`config.mk`:
```
export PLATFORM = sky130hd
export DESIGN_NAME = lowmem_route_decoder
export DESIGN_NICKNAME = d
export VERILOG_FILES = /design/src/rtl/lowmem_route_pkg.sv /design/src/rtl/lowmem_cfg_regs.sv /design/src/rtl/lowmem_seg_attr.sv /design/src/rtl/lowmem_route_logic.sv /design/src/rtl/lowmem_route_decoder.sv
export SDC_FILE = /design/constraint.sdc
export NUM_CORES = 1
export LEC_CHECK = 0
export ABC_AREA = 1
export BUFFER_PORTS_ARGS = -buffer_cell sky130_fd_sc_hd__buf_2
export CAP_MARGIN = 10
export CORE_MARGIN = 4
export CORE_UTILIZATION = 47
export DETAILED_ROUTE_END_ITERATION = 7
export GPL_TIMING_DRIVEN = 0
export PLACE_DENSITY = 0.66
export SLEW_MARGIN = 10
export SYNTH_ARGS = -nofsm -noshare
export SYNTH_HDL_FRONTEND = slang
export SYNTH_HIERARCHICAL = 1
export SYNTH_SLANG_ARGS = --single-unit
```
`constraint.sdc`:
```
create_clock -name clk -period 1.3 [get_ports clk]
set_input_delay 0.13 -clock clk [delete_from_list [all_inputs] [get_ports clk]]
set_output_delay 0.13 -clock clk [all_outputs]
set_load 0.005 [all_outputs]
```
`src/rtl/lowmem_route_pkg.sv`:
```
package lowmem_route_pkg;

    typedef enum logic [1:0] {
        ATTR_BUS_A   = 2'd0,
        ATTR_DRAM_RO = 2'd1,
        ATTR_BUS_B   = 2'd2,
        ATTR_DRAM_RW = 2'd3
    } seg_attr_e;

    typedef enum logic [1:0] {
        TGT_NONE = 2'b00,
        TGT_DRAM = 2'b01,
        TGT_BUS  = 2'b10
    } target_e;

    typedef struct packed {
        logic    valid;
        target_e target;
        logic    wr_drop;
    } route_resp_t;

endpackage

```
`src/rtl/lowmem_cfg_regs.sv`:
```
module lowmem_cfg_regs #(
    parameter int                  CFG_AW          = 8,
    parameter int                  DW              = 8,
    parameter int                  NUM_ROM_SEG     = 12,
    parameter logic [CFG_AW-1:0]   ATTR_BASE       = 8'h59,
    parameter logic [CFG_AW-1:0]   SMRAM_ADDR      = 8'h72,
    parameter logic [DW-1:0]       SMRAM_RESET     = 8'h02,
    parameter int                  SMRAM_OPEN_BIT  = 3,
    parameter int                  SMRAM_FORCE_BIT = 6
) (
    input  logic                     clk,
    input  logic                     rst_n,
    input  logic                     cfg_we,
    input  logic [CFG_AW-1:0]        cfg_addr,
    input  logic [DW-1:0]            cfg_wdata,
    output logic [DW-1:0]            cfg_rdata,
    output logic [NUM_ROM_SEG*2-1:0] rom_attr_flat,
    output logic [1:0]               top_attr,
    output logic                     smram_open,
    output logic                     smram_force
);

    localparam int NUM_ATTR = 1 + (NUM_ROM_SEG + 1) / 2;
    localparam int NIB      = DW / 2;
    localparam int TOP_LSB  = NIB;

    typedef struct packed {
        logic [NUM_ATTR-1:0][DW-1:0] attr;
        logic [DW-1:0]               smram;
    } cfg_state_t;

    cfg_state_t st_d, st_q;

    logic [NUM_ATTR-1:0] attr_hit;
    logic                smram_hit;

    for (genvar g = 0; g < NUM_ATTR; g++) begin : g_hit
        localparam logic [CFG_AW-1:0] OFFSET = ATTR_BASE + CFG_AW'(g);
        assign attr_hit[g] = (cfg_addr == OFFSET);
    end
    assign smram_hit = (cfg_addr == SMRAM_ADDR);

    always_comb begin
        st_d = st_q;
        for (int k = 0; k < NUM_ATTR; k++) begin
            if (cfg_we && attr_hit[k]) begin
                st_d.attr[k] = cfg_wdata;
            end
        end
        if (cfg_we && smram_hit) begin
            st_d.smram = cfg_wdata;
        end
    end

    always_ff @(posedge clk) begin
        if (!rst_n) begin
            st_q.attr  <= '0;
            st_q.smram <= SMRAM_RESET;
        end else begin
            st_q <= st_d;
        end
    end

    always_comb begin
        cfg_rdata = '0;
        for (int k = 0; k < NUM_ATTR; k++) begin
            if (attr_hit[k]) begin
                cfg_rdata = st_q.attr[k];
            end
        end
        if (smram_hit) begin
            cfg_rdata = st_q.smram;
        end
    end

    for (genvar g = 0; g < NUM_ROM_SEG; g++) begin : g_rom
        localparam int BYTE_IDX = 1 + g / 2;
        localparam int BIT_LO   = (g % 2) * NIB;
        assign rom_attr_flat[g*2 +: 2] = st_q.attr[BYTE_IDX][BIT_LO +: 2];
    end

    assign top_attr    = st_q.attr[0][TOP_LSB +: 2];
    assign smram_open  = st_q.smram[SMRAM_OPEN_BIT];
    assign smram_force = st_q.smram[SMRAM_FORCE_BIT];

endmodule

```
`src/rtl/lowmem_seg_attr.sv`:
```
module lowmem_seg_attr
    import lowmem_route_pkg::*;
#(
    parameter int SEG_W        = 6,
    parameter int NUM_ROM_SEG  = 12,
    parameter int ROM_BASE_SEG = 48,
    parameter int TOP_BASE_SEG = 60
) (
    input  logic [SEG_W-1:0]         seg_idx,
    input  logic [NUM_ROM_SEG*2-1:0] rom_attr_flat,
    input  logic [1:0]               top_attr,
    output seg_attr_e                attr
);

    logic [SEG_W-1:0] rom_off;

    always_comb begin
        rom_off = seg_idx - SEG_W'(ROM_BASE_SEG);
        attr    = seg_attr_e'(top_attr);
        if (seg_idx < SEG_W'(TOP_BASE_SEG)) begin
            attr = ATTR_BUS_A;
            for (int k = 0; k < NUM_ROM_SEG; k++) begin
                if (rom_off == SEG_W'(k)) begin
                    attr = seg_attr_e'(rom_attr_flat[k*2 +: 2]);
                end
            end
        end
    end

endmodule

```
`src/rtl/lowmem_route_logic.sv`:
```
module lowmem_route_logic
    import lowmem_route_pkg::*;
#(
    parameter int                ADDR_W     = 20,
    parameter logic [ADDR_W-1:0] VIDEO_BASE = 20'hA0000,
    parameter logic [ADDR_W-1:0] ROM_BASE   = 20'hC0000
) (
    input  logic [ADDR_W-1:0] req_addr,
    input  logic              req_write,
    input  logic              smm_active,
    input  logic              smram_open,
    input  logic              smram_force,
    input  seg_attr_e         seg_attr,
    output target_e           target,
    output logic              wr_drop
);

    always_comb begin
        target  = TGT_BUS;
        wr_drop = 1'b0;
        if (req_addr < VIDEO_BASE) begin
            target = TGT_DRAM;
        end else if (req_addr < ROM_BASE) begin
            if ((smm_active && smram_open) || smram_force) begin
                target = TGT_DRAM;
            end
        end else begin
            case (seg_attr)
                ATTR_DRAM_RW: target = TGT_DRAM;
                ATTR_DRAM_RO: begin
                    target  = TGT_DRAM;
                    wr_drop = req_write;
                end
                default:      target = TGT_BUS;
            endcase
        end
    end

endmodule

```
`src/rtl/lowmem_route_decoder.sv`:
```
module lowmem_route_decoder
    import lowmem_route_pkg::*;
#(
    parameter int                  CFG_AW          = 8,
    parameter int                  DW              = 8,
    parameter int                  ADDR_W          = 20,
    parameter int                  SEG_SHIFT       = 14,
    parameter int                  NUM_ROM_SEG     = 12,
    parameter logic [CFG_AW-1:0]   ATTR_BASE       = 8'h59,
    parameter logic [CFG_AW-1:0]   SMRAM_ADDR      = 8'h72,
    parameter logic [DW-1:0]       SMRAM_RESET     = 8'h02,
    parameter int                  SMRAM_OPEN_BIT  = 3,
    parameter int                  SMRAM_FORCE_BIT = 6,
    parameter logic [ADDR_W-1:0]   VIDEO_BASE      = 20'hA0000,
    parameter logic [ADDR_W-1:0]   ROM_BASE        = 20'hC0000,
    parameter logic [ADDR_W-1:0]   TOP_BASE        = 20'hF0000
) (
    input  logic              clk,
    input  logic              rst_n,
    input  logic              cfg_we,
    input  logic [CFG_AW-1:0] cfg_addr,
    input  logic [DW-1:0]     cfg_wdata,
    output logic [DW-1:0]     cfg_rdata,
    input  logic              smm_active,
    input  logic              req_valid,
    input  logic [ADDR_W-1:0] req_addr,
    input  logic              req_write,
    output logic              rsp_valid,
    output logic [1:0]        rsp_target,
    output logic              rsp_wr_drop
);

    localparam int SEG_W        = ADDR_W - SEG_SHIFT;
    localparam int ROM_BASE_SEG = int'(ROM_BASE >> SEG_SHIFT);
    localparam int TOP_BASE_SEG = int'(TOP_BASE >> SEG_SHIFT);

    logic [NUM_ROM_SEG*2-1:0] rom_attr_flat;
    logic [1:0]               top_attr;
    logic                     smram_open;
    logic                     smram_force;
    seg_attr_e                seg_attr;
    target_e                  route_target;
    logic                     route_drop;

    route_resp_t resp_d, resp_q;

    lowmem_cfg_regs #(
        .CFG_AW          (CFG_AW),
        .DW              (DW),
        .NUM_ROM_SEG     (NUM_ROM_SEG),
        .ATTR_BASE       (ATTR_BASE),
        .SMRAM_ADDR      (SMRAM_ADDR),
        .SMRAM_RESET     (SMRAM_RESET),
        .SMRAM_OPEN_BIT  (SMRAM_OPEN_BIT),
        .SMRAM_FORCE_BIT (SMRAM_FORCE_BIT)
    ) u_cfg (
        .clk           (clk),
        .rst_n         (rst_n),
        .cfg_we        (cfg_we),
        .cfg_addr      (cfg_addr),
        .cfg_wdata     (cfg_wdata),
        .cfg_rdata     (cfg_rdata),
        .rom_attr_flat (rom_attr_flat),
        .top_attr      (top_attr),
        .smram_open    (smram_open),
        .smram_force   (smram_force)
    );

    lowmem_seg_attr #(
        .SEG_W        (SEG_W),
        .NUM_ROM_SEG  (NUM_ROM_SEG),
        .ROM_BASE_SEG (ROM_BASE_SEG),
        .TOP_BASE_SEG (TOP_BASE_SEG)
    ) u_seg (
        .seg_idx       (req_addr[ADDR_W-1:SEG_SHIFT]),
        .rom_attr_flat (rom_attr_flat),
        .top_attr      (top_attr),
        .attr          (seg_attr)
    );

    lowmem_route_logic #(
        .ADDR_W     (ADDR_W),
        .VIDEO_BASE (VIDEO_BASE),
        .ROM_BASE   (ROM_BASE)
    ) u_route (
        .req_addr    (req_addr),
        .req_write   (req_write),
        .smm_active  (smm_active),
        .smram_open  (smram_open),
        .smram_force (smram_force),
        .seg_attr    (seg_attr),
        .target      (route_target),
        .wr_drop     (route_drop)
    );

    always_comb begin
        resp_d = '0;
        if (req_valid) begin
            resp_d.valid   = 1'b1;
            resp_d.target  = route_target;
            resp_d.wr_drop = route_drop;
        end
    end

    always_ff @(posedge clk) begin
        if (!rst_n) begin
            resp_q <= '0;
        end else begin
            resp_q <= resp_d;
        end
    end

    assign rsp_valid   = resp_q.valid;
    assign rsp_target  = resp_q.target;
    assign rsp_wr_drop = resp_q.wr_drop;

endmodule

```
* Word-level counts from Yosys, hierarchy flattened
Index checks and enable logic that the tools add are counted.
Word-level totals: bits in registers 68, input port bits 42, output and inout bits 12, word-level logic and storage cells 84
Operators by class: $add $sub $neg 1, order comparisons 3, equal/unequal tests 21, multiplexer cells 29, bitwise operators 3, reductions and logical operators 15
Operator list (number):
- 8-bit by 7-bit == test with 1-bit output (second input constant) | 8
- 8-bit two-way mux | 8
- 20-bit < comparator (second input constant) | 2
- 2-bit two-way mux | 17
- 6-bit by 3-bit == test with 1-bit output (second input constant) | 4
- 6-bit by 4-bit == test with 1-bit output (second input constant) | 4
- 6-bit by 2-bit == test with 1-bit output (second input constant) | 2
- 1-bit logical AND | 9
- 6-bit by 1-bit == test with 1-bit output (second input constant) | 1
- 6-bit zero test | 1
- 6-bit < comparator (second input constant) | 1
- 6-bit subtractor (second input constant) | 1
- 5-bit OR reduction | 1
- 4-bit two-way mux | 1
- 1-bit two-way mux | 3
- 1-bit NOT | 3
- 3-bit OR reduction | 1
- 2-bit by 1-bit == test with 1-bit output (second input constant) | 1
- 2-bit == test (second input constant) | 1
- 2-bit AND reduction | 1
- 2-bit OR reduction | 1
- 1-bit logical OR | 1

* Longest topological paths before layout
depth in word-level cells 21, depth in mapped cells 15, mapped depth without buffers 15

* By module
Netlist, hierarchy kept.
Modules (own cells, without submodules):
- lowmem_cfg_regs | instances 1, cells an instance 429, area each 3136.8 um^2, sequential area each 1281.2 um^2
- lowmem_seg_attr | instances 1, cells an instance 79, area each 340.3 um^2, sequential area each 0.0 um^2
- lowmem_route_decoder | instances 1, cells an instance 12, area each 112.6 um^2, sequential area each 80.1 um^2
- lowmem_route_logic | instances 1, cells an instance 14, area each 58.8 um^2, sequential area each 0.0 um^2

* Worst setup path after synthesis
Ideal clock, no wire load.
path type register to register, from register u_cfg.st_q, in the netlist u_cfg/rom_attr_flat[0], to register resp_q, in the netlist rsp_target[1], arrival 1.302 ns, data required time 1.236 ns, setup slack -0.066 ns, cell stages (with the launch flop) 15, path buffers 1, clock period less this slack 1.366 ns, path through dfxtp_1 > buf_4 > nand4_1 > nand2_1 > nor2_1 > nand4_1 > nand2_1 > nand4_1 > nor2_1 > nand3_1 > nand3_1 > nand2_1 > nor2_1 > inv_1 > nor2_1
On the way: word-level cells in the longest chain between the ends 17, elaborated cells on any way between the ends 18, classes of those cells eq/ne (2); mux (15); reduce/logical (1)
RTL lines:
- from (decl) | line lowmem_cfg_regs.sv:32 | cfg_state_t st_d, st_q;
- from (signal assigned) | line lowmem_cfg_regs.sv:60 | st_q <= st_d;
- 2-bit two-way mux * (12 in a row) | line lowmem_seg_attr.sv:23 | if (rom_off == SEG_W'(k)) begin
- 2-bit two-way mux * | line lowmem_seg_attr.sv:20 | if (seg_idx < SEG_W'(TOP_BASE_SEG)) begin
- named net seg_attr[0] | line lowmem_route_decoder.sv:41 | seg_attr_e seg_attr;
- 2-bit == test / 2-bit by 1-bit == test with 1-bit output (equally long branches) | line lowmem_route_logic.sv:28 | case (seg_attr)
- 2-bit OR reduction (no line) *
- 2-bit two-way mux * | line lowmem_route_logic.sv:28
- 2-bit two-way mux * | line lowmem_route_logic.sv:23 | end else if (req_addr < ROM_BASE) begin
- to (signal assigned) | line lowmem_route_decoder.sv:109 | resp_q <= resp_d;
- to (decl) | line lowmem_route_decoder.sv:45 | route_resp_t resp_d, resp_q;
The timed path passes the listed nets; every way through them passes the cells marked *. A chain may end at the register's enable or synchronous reset.

* Worst setup path in the final report
from register u_cfg.st_q, in the netlist u_cfg/rom_attr_flat[2], to register resp_q, in the netlist rsp_target[1]
On the way: word-level cells in the longest chain between the ends 16, elaborated cells on any way between the ends 17, classes of those cells eq/ne (2); mux (14); reduce/logical (1)
RTL lines (line):
- 2-bit two-way mux * (11 in a row) | lowmem_seg_attr.sv:23
- 2-bit two-way mux * | lowmem_seg_attr.sv:20
- named net seg_attr[0] | lowmem_route_decoder.sv:41
- 2-bit == test / 2-bit by 1-bit == test with 1-bit output (equally long branches) | lowmem_route_logic.sv:28
- 2-bit OR reduction (no line) *
- 2-bit two-way mux * | lowmem_route_logic.sv:28
- 2-bit two-way mux * | lowmem_route_logic.sv:23
Marks and branches as above.

==> run summary <==
largest net degree at the start of global routing: 13
violated checks: setup timing
WHS: 0.09515 ns
final RePlAce weighted congestion: 0.9624
CP arrival: 1.77 ns
antenna-violating nets left: 0
cell count after synthesis: 534
count of final max-slew check failures: 0
most frequent cells in the layout: nand2_1, inv_1, a21oi_1
status: complete, but fails checks
Clock Latency Late Sink: 0.34 ns
Worst setup SP type: flop
Mapped Nets: 576
CTS Buf Count: 9
fin area: 4718 um2
Synth Register Bits: 68
MaxCap Viol Count: 0
drc violations: 0
Ant. Diodes: 0
sequential area share after synthesis: 0.3731
H-tree depth: 3
first-pass GRT wire length: 16.68 mm
clk buf depth: 2
worst slew pin tran: 0.4935 ns
vias in the first global route: 3517
required time of the critical path: 1.58 ns
area of the core: 7408 um2
hpwl dp: 7.170 mm
starting density of the core: 0.4925
Yosys top cell by area: dfxtp_1
Setup TNS: -1.460 ns
Hold Path Class: in -> reg
count of final hold-check violations: 0
DP Area: 3968 um2
Static Leak: 1.802 nW
WL met2: 5.110 mm
multi-input logic area: 1886 um2
post-route insts no fill: 708
Synth top area share: 0.3731
Max Used Layer: met4
synthesized area: 3648 um2
Critical Path Fanout Max: 3
initial antenna violation count: 0
fmax: 0.6722 GHz
clock-pin slew on the worst setup and hold paths: 0.07 ns
Routed WL per cell: 14.71 um
Mapped Avg Cell Area: 6.832 um2
Nets: 646
DRT Wirelength: 10.41 mm
clock sink count: 68
worst setup path category: reg -> reg
Placed Instances: 671
number of cell rows: 31
Final Cycle Share: 1.144
Metal-1 WL: 4.325 mm
GRT Total Usage: 0.2357
RSZ-0062 raised after global routing: yes
ranking of synthesized cells by area: dfxtp_1, a21oi_1, nand2_1
Die Width: 96.11 um
r2r worst-path depth: 14
FF+latch area: 1391 um2
via count: 3761
crit path capture type: flop
worst vdd ir: 0.5125 mV
most common cell after layout, fill and taps aside: nand2_1
CTS tree: done
Filler cells: 691
IO Count: 54
Port Buffers: 38
Tot Pwr: 0.004284 W
synth warn: 6
die area: 9236 um2
Pwr per Cell Area: 907.9 nW/um2
total grt overflow: 0
layout cells sized above 1: 0.3284
clock root buffer: clkbuf_8
drt pass-1 iters: 5
Max-slew headroom: 0.6710
DRT iter0 DRCs: 319
area grow syn2layout: 29.32%
final worst slack: -0.1877 ns
Min-Delay Path Depth: 5
Worst Skew: 0.006016 ns
Vias/cell: 5.312
Distinct cells, synth: 25
DIE HEIGHT: 96.11 um
metal3 WL: 731 um
final setup fails: 11
min Tclk post-route: 1.488 ns
[cells in the mapped netlist]
cell,count
nor2_2,1
dfxtp_1,68
and2_1,1
nor4_1,1
nand2_4,1
nor3_1,5
nand3_2,4
inv_1,75
nand2_2,8
o21ai_0,48
nor2_1,44
nor2_4,7
nand3_4,1
a21oi_1,63
nand2_1,81
inv_2,5
nand4_1,24
nor3_4,1
clkbuf_2,1
buf_4,28
clkbuf_1,6
nand3_1,50
nor3_2,1
buf_6,1
buf_2,9
[critical path: stages, from the launching register on]
cell and delay [ns]:
dfxtp_2 0.34, buf_6 0.11, nand4_1 0.08, nand2_1 0.06, nor2_1 0.10, nand4_1 0.09
nand2_1 0.08, nand4_1 0.07, nor2_1 0.09, nand3_1 0.09, nand3_2 0.11, nand2_2 0.06
nor2_2 0.07, inv_1 0.04, nor2_1 0.07
[path summary, 6_finish.rpt]
kind                                              from        endpoint  slack (ns)
worst min register to register          u_cfg/st_q[54]  u_cfg/st_q[54]        0.45
worst max register to register  u_cfg/rom_attr_flat[2]   rsp_target[1]       -0.19
worst max-delay path            u_cfg/rom_attr_flat[2]   rsp_target[1]       -0.19
worst min-delay path                         req_write     rsp_wr_drop         0.1
[repair_timing]
item	4_1_cts	5_1_grt
cloned	2	1
buffers inserted	11	6
endpoints found under the hold margin	1	0
hold buffers	1	0
gates resized for setup	59	40
endpoints found under the setup margin	11	27
pin swaps	44	36
[sequential cells by signal (all words and copies together), names as in the netlist]
signal,flops
u_cfg/smram_open,1
rsp_valid,1
u_cfg/st_q,36
rsp_target,2
u_cfg/top_attr,2
u_cfg/smram_force,1
rsp_wr_drop,1
u_cfg/rom_attr_flat,24
[power breakdown]
part | switching, W | internal, W | total [W]
Clock | 0.000827 | 0.000994 | 0.00182
Sequential | 0.00000393 | 0.00209 | 0.00209
Combinational | 0.000244 | 0.000129 | 0.000374
[metrics by stage]
step	utilization	setup WS [ns]
after floorplan	-	-0.03884
after CTS	0.6061	-0.2271
after detailed placement	0.5356	-0.3404
final	0.6369	-0.1877
after global placement	0.5356	-0.3316
after global routing	0.6369	-0.3526
[metal layers]
metal	track usage	vias up
li1	-	1864
met1	0.2919	1726
met2	0.4048	151
met3	0.04300	20
met4	0.08768	0
met5	0	-
[layout make-up]
type	count	share of cell area
Sequential cell	68	0.2949
Buffer	45	0.07505
Tap cell	99	0.02625
Clock inverter	5	0.01246
Timing Repair Buffer	59	0.09494
Clock buffer	11	0.03209
Multi-Input combinational cell	341	0.3996
Inverter	80	0.06470
[cell families after synthesis]
group / after synthesis / share of synthesized area
buf+inv: 125 / 0.1629
compound gates: 111 / 0.1523
flops: 68 / 0.3731
simple gates: 230 / 0.3117
(Power assumes the default switching activity.)
